<file path="src/rtl/trap_pkg.sv">
package trap_pkg;
    localparam logic [7:0] TRAP_OPCODE = 8'hF7;

    typedef enum logic [1:0] {
        ST_IDLE  = 2'd0,
        ST_PUSH  = 2'd1,
        ST_FETCH = 2'd2,
        ST_DONE  = 2'd3
    } trap_state_e;
endpackage

</file>
<file path="src/rtl/trap_ctrl.sv">
module trap_ctrl
    import trap_pkg::*;
#(
    parameter int          AW       = 16,
    parameter int          SP_STEP  = 2,
    parameter logic [15:0] VEC_ADDR = 16'h2010
) (
    input  logic          clk,
    input  logic          rst_n,
    input  logic          start,
    input  logic [7:0]    opcode,
    input  logic [AW-1:0] sp_in,
    input  logic [AW-1:0] ret_pc,
    input  logic          wr_ack,
    input  logic          rd_ack,
    input  logic [AW-1:0] rd_data,
    output logic          wr_req,
    output logic [AW-1:0] wr_addr,
    output logic [AW-1:0] wr_data,
    output logic          rd_req,
    output logic [AW-1:0] rd_addr,
    output logic          busy,
    output logic          done,
    output logic [AW-1:0] sp_out,
    output logic [AW-1:0] pc_out
);
    localparam logic [AW-1:0] STEP = AW'(SP_STEP);
    localparam logic [AW-1:0] VEC  = AW'(VEC_ADDR);

    typedef struct packed {
        trap_state_e   state;
        logic [AW-1:0] sp;
        logic [AW-1:0] pc;
        logic [AW-1:0] ret;
    } ctrl_t;

    ctrl_t r_d, r_q;

    always_comb begin
        r_d = r_q;
        unique case (r_q.state)
            ST_IDLE: begin
                if (start && (opcode == TRAP_OPCODE)) begin
                    r_d.sp    = sp_in - STEP;
                    r_d.ret   = ret_pc;
                    r_d.state = ST_PUSH;
                end
            end
            ST_PUSH: begin
                if (wr_ack) begin
                    r_d.state = ST_FETCH;
                end
            end
            ST_FETCH: begin
                if (rd_ack) begin
                    r_d.pc    = rd_data;
                    r_d.state = ST_DONE;
                end
            end
            ST_DONE: begin
                r_d.state = ST_IDLE;
            end
            default: r_d.state = ST_IDLE;
        endcase
    end

    always_ff @(posedge clk or negedge rst_n) begin
        if (!rst_n) begin
            r_q <= '{state: ST_IDLE, sp: '0, pc: '0, ret: '0};
        end else begin
            r_q <= r_d;
        end
    end

    assign wr_req  = (r_q.state == ST_PUSH);
    assign wr_addr = r_q.sp;
    assign wr_data = r_q.ret;
    assign rd_req  = (r_q.state == ST_FETCH);
    assign rd_addr = VEC;
    assign busy    = (r_q.state != ST_IDLE);
    assign done    = (r_q.state == ST_DONE);
    assign sp_out  = r_q.sp;
    assign pc_out  = r_q.pc;
endmodule

</file>
<file path="src/rtl/trap_inhibit.sv">
module trap_inhibit (
    input  logic clk,
    input  logic rst_n,
    input  logic set_i,
    input  logic clr_i,
    output logic inhibit_o
);
    typedef struct packed {
        logic hold;
    } inh_t;

    inh_t s_d, s_q;

    always_comb begin
        s_d = s_q;
        if (set_i) begin
            s_d.hold = 1'b1;
        end else if (s_q.hold && clr_i) begin
            s_d.hold = 1'b0;
        end
    end

    always_ff @(posedge clk or negedge rst_n) begin
        if (!rst_n) begin
            s_q <= '{hold: 1'b0};
        end else begin
            s_q <= s_d;
        end
    end

    assign inhibit_o = set_i | s_q.hold;
endmodule

</file>
<file path="src/rtl/trap_call_seq.sv">
module trap_call_seq #(
    parameter int          AW       = 16,
    parameter int          SP_STEP  = 2,
    parameter logic [15:0] VEC_ADDR = 16'h2010
) (
    input  logic          clk,
    input  logic          rst_n,
    input  logic          start,
    input  logic [7:0]    opcode,
    input  logic [AW-1:0] sp_in,
    input  logic [AW-1:0] ret_pc,
    output logic          wr_req,
    output logic [AW-1:0] wr_addr,
    output logic [AW-1:0] wr_data,
    input  logic          wr_ack,
    output logic          rd_req,
    output logic [AW-1:0] rd_addr,
    input  logic          rd_ack,
    input  logic [AW-1:0] rd_data,
    input  logic          instr_done,
    output logic          busy,
    output logic          done,
    output logic [AW-1:0] sp_out,
    output logic [AW-1:0] pc_out,
    output logic          irq_inhibit
);
    logic done_w;

    trap_ctrl #(
        .AW       (AW),
        .SP_STEP  (SP_STEP),
        .VEC_ADDR (VEC_ADDR)
    ) u_ctrl (
        .clk     (clk),
        .rst_n   (rst_n),
        .start   (start),
        .opcode  (opcode),
        .sp_in   (sp_in),
        .ret_pc  (ret_pc),
        .wr_ack  (wr_ack),
        .rd_ack  (rd_ack),
        .rd_data (rd_data),
        .wr_req  (wr_req),
        .wr_addr (wr_addr),
        .wr_data (wr_data),
        .rd_req  (rd_req),
        .rd_addr (rd_addr),
        .busy    (busy),
        .done    (done_w),
        .sp_out  (sp_out),
        .pc_out  (pc_out)
    );

    trap_inhibit u_inh (
        .clk       (clk),
        .rst_n     (rst_n),
        .set_i     (done_w),
        .clr_i     (instr_done),
        .inhibit_o (irq_inhibit)
    );

    assign done = done_w;
endmodule

</file>
<file path="config.mk">
export PLATFORM = sky130hd
export DESIGN_NAME = trap_call_seq
export DESIGN_NICKNAME = d
export VERILOG_FILES = /design/src/rtl/trap_pkg.sv /design/src/rtl/trap_ctrl.sv /design/src/rtl/trap_inhibit.sv /design/src/rtl/trap_call_seq.sv
export SDC_FILE = /design/constraint.sdc
export NUM_CORES = 1
export LEC_CHECK = 0
export ABC_AREA = 0
export CAP_MARGIN = 30
export CORE_AREA = 5 5 87 89
export CTS_BUF_LIST = sky130_fd_sc_hd__clkbuf_8
export CTS_CLUSTER_DIAMETER = 150
export DETAILED_ROUTE_END_ITERATION = 8
export DIE_AREA = 0 0 92 94
export HOLD_SLACK_MARGIN = 0.02
export PLACE_DENSITY = 0.94
export SLEW_MARGIN = 0
export SYNTH_ARGS = -nofsm -noshare
export SYNTH_HDL_FRONTEND = slang
export SYNTH_SLANG_ARGS = --single-unit
</file>
<file path="constraint.sdc">
create_clock -name clk -period 4.98 [get_ports clk]
set_input_delay 1.494 -clock clk [delete_from_list [all_inputs] [get_ports clk]]
set_output_delay 1.494 -clock clk [all_outputs]
set_load 0.03 [all_outputs]
</file>
==> flow_summary_export.csv <==
group,metric,value,unit
power_and_ir_drop,p_leak,1.742,nW
critical_path,crit_path_end_kind,"output port",
placement,place_congestion,0.7567,
clocking,cts_hold_buf,0,
global_routing,grt_pass1_wl,9977,um
finish,finalNetCount,431,
hold_path,min_from,"u_ctrl.wr_data[13]",
detailed_routing,drcViolationCount,0,
synth,ys_seq_area_share,43.87,%
critical_path,critPathLaunchType,"flip-flop",
clocking,clock_latency,300,ps
timing,max_freq,301.9,MHz
timing,fin_tns_setup,0,ps
job,drv_cap,0,
critical_path,crit_type,"flip-flop to output port",
finish,syn_to_final_growth,34.80,%
power_and_ir_drop,switchingPower,0.0005711,W
detailed_routing,routed_wl,6531,um
finish,final_util,58.69,%
detailed_routing,vias,2056,
synth,synth-seq-cells,51,
timing,finalSetupViolations,0,
clocking,cts_num_sinks,51,
timing,fin_worst_skew,8.343,ps
detailed_routing,drt-initial-drc-count,23,
synth,async_flop_share,100.0,%
floorplanning,die_w,92,um
detailed_routing,wl_per_cell,14.68,um
hold_path,worstHoldEndpoint,"u_ctrl.wr_data[13]",
clocking,path_clk_slew,80,ps
placement,dpl.hpwl,5290,um
power_and_ir_drop,p_int,0.001046,W
critical_path,r2r_end,"u_ctrl.sp_out[1]",
floorplanning,start_util,43.54,%
clocking,root_buffer,"clkbuf_8",
critical_path,r2r-start,"u_ctrl.r_q[48]",
power_and_ir_drop,power.density,412.4,nW/um^2
floorplanning,die_area,8648,um^2
floorplanning,rows,30,
detailed_routing,vias_per_cell,4.620,
run_status,outcome,"complete, no violations",
detailed_routing,drt_pass1_iterations,4,
synth,netlist_top_cells_area,"dfrtp_1 (44%), buf_4 (21%), nand2_1 (8.6%)",
placement,io_buffer_count,130,
floorplanning,fp.dieH,94,um
finish,drive_gt1_share,10.41,%
timing,final_max_slew_viol_count,0,
clocking,clock_path_buffers,2,
placement,place_ws,1476,ps
clocking,cts_setup_buffers,0,
floorplanning,io_pins,147,
synth,yosys_warnings,0,
synth,netlist_area,2909,um^2
synth,synth_top_area_share,43.87,%
global_routing,grt_overflow,0,
hold_path,hp-class,"flip-flop to flip-flop",
floorplanning,core,6681,um^2
synth,synth_cells,301,
timing,slew_headroom,57.44,%
critical_path,reg2reg_slack,3060,ps
critical_path,path_max_fanout,4,
synth,avgSynthCellArea,9.665,um^2
timing,rsz0062_at_grt,"no",
global_routing,grt_usage,14.66,%
synth,synth_edf_count,0,
timing,worst_slack,1668,ps
clocking,cts_tree,"built",
finish,nFillCells,567,
global_routing,antenna_found_initial,0,
power_and_ir_drop,swShare,35.31,%
clocking,cts.repair.resized,0,
power_and_ir_drop,ir_drop,0.1374,mV
synth,yosys.area.top_type,"dfrtp_1",
global_routing,grt_pass1_vias,2036,
timing,post-route-min-period,3312,ps
timing,worst_pin_slew,636.8,ps
timing,hold_viol_final,0,
hold_path,worstHoldPathCells,2,
global_routing,grt_max_degree,40,
synth,yosys_most_used_dff,"dfrtp_1",
synth,ys_types,33,
critical_path,critPathRequiredTime,3490,ps
critical_path,timing.reg2reg.worst_path_depth,7,
timing,final.period_utilization,66.51,%
critical_path,worst_ep_arrival_time,1820,ps
finish,antenna_cells,0,
power_and_ir_drop,p_comb_share,45.2,%
clocking,htreeDepth,2,
clocking,cts_buffers,5,
detailed_routing,ant_nets,0,
power_and_ir_drop,seq_power_share,34.6,%
power_and_ir_drop,pwr-share-clk,20.2,%
-- placed cells by master (no fill, tap or decap), types with 2 or more instances in the layout --
| cell | Yosys | final |
|---|---|---|
| clkdlybuf4s50_1 | 0 | 129 |
| nand2_1 | 67 | 67 |
| dfrtp_1 | 51 | 51 |
| mux2_2 | 17 | 17 |
| conb_1 | 2 | 16 |
| xnor2_1 | 11 | 11 |
| nor2_1 | 10 | 10 |
| inv_1 | 7 | 8 |
| a21oi_1 | 6 | 6 |
| o21ai_0 | 5 | 5 |
| ha_1 | 5 | 5 |
| clkbuf_8 | 0 | 5 |
| or4_1 | 3 | 3 |
| nor4_2 | 3 | 3 |
| or2_2 | 2 | 2 |
| nor4_1 | 2 | 2 |
| o21ai_1 | 2 | 2 |
| nor4_4 | 2 | 2 |
| bufinv_16 | 0 | 2 |
| buf_16 | 0 | 2 |
-- metrics by stage --
stage | std cells | hold WS (ps) | instance area, um^2 | total power, W
floorplan | 315 | 440.0 | 2962 | 0.001118
global placement | 434 | 448.2 | 3714 | 0.001279
detailed placement | 436 | 455.5 | 3761 | 0.001308
CTS | 444 | 476.1 | 3894 | 0.001638
global route | 445 | 493.7 | 3921 | 0.001692
finish | 445 | 472.7 | 3921 | 0.001617
-- state kept, by name (all words and copies together) (netlist names) --
signal / cells
u_ctrl.pc_out: 16
u_inh.s_q: 1
u_ctrl.r_q: 2
u_ctrl.sp_out: 16
u_ctrl.wr_data: 16
-- metal layers --
metal  wire (um)  vias up  share of wire, %  GRT usage (%)
li1            -      991                 -              -
met1        2597      970                40          16.25
met2        3399       89                52          27.25
met3         474        6               7.3          4.647
met4          59        0              0.90          3.465
met5           0        -                 0              0
-- cell usage after synthesis, drive strengths merged, types with 2 or more instances --
cell type  count
buf           83
nor4           7
xnor2         11
or4            3
o21ai          7
conb           2
nor3           3
a21oi          7
dfrtp         51
mux2          17
ha             5
clkbuf         8
nand2         67
inv            7
or2            2
nor2          10
-- cell type report --
cell class	instances	area (um^2)	area share, %
Clock buffer	5	68.82	1.755
Sequential cell	51	1276	32.55
Tap cell	80	100.1	2.553
Timing Repair Buffer	133	1371	34.97
Clock inverter	3	63.81	1.627
Inverter	7	26.28	0.6701
Multi-Input combinational cell	166	1015	25.88
-- power by group through the flow --
stage	sequential [W]	clock, W	combinational [W]
6_report	0.000560	0.000326	0.000731
5_1_grt	0.000573	0.000353	0.000766
4_1_cts	0.000561	0.000337	0.000739
3_5_place_dp	0.000570	0	0.000738
3_3_place_gp	0.000560	0	0.000719
2_1_floorplan	0.000553	0	0.000565
-- cells by family after synthesis --
family	Yosys count	synth area share, %
and+or+nand+nor	98	16.69
AOI/OAI and AO/OA	19	3.871
xor gates and xnor gates	11	3.312
other	2	0.2582
muxes	17	6.581
buffers and inverters	98	23.27
DFF	51	43.87
adders and majority gates	5	2.151
-- worst max-delay path by stage --
| stage | slack (ps) | start | cells past startpoint | to |
|---|---|---|---|---|
| final | 1670 | u_ctrl.r_q[48] | 3 | irq_inhibit |
| after global routing | 1600 | u_ctrl.r_q[48] | 4 | busy |
| after CTS | 1650 | u_ctrl.r_q[48] | 3 | irq_inhibit |
| after detailed placement | 1480 | sp_in[1] | 7 | u_ctrl.sp_out[15] |
| after global placement | 1510 | sp_in[1] | 7 | u_ctrl.sp_out[15] |
| after floorplan | 2110 | sp_in[1] | 7 | u_ctrl.sp_out[15] |
-- critical path, stage by stage, from the launching register on --
cell and delay (ps):
dfrtp_1 430, ha_1 240, or2_2 270, clkdlybuf4s50_1 590
No activity file was read; power rests on OpenSTA's default activity.
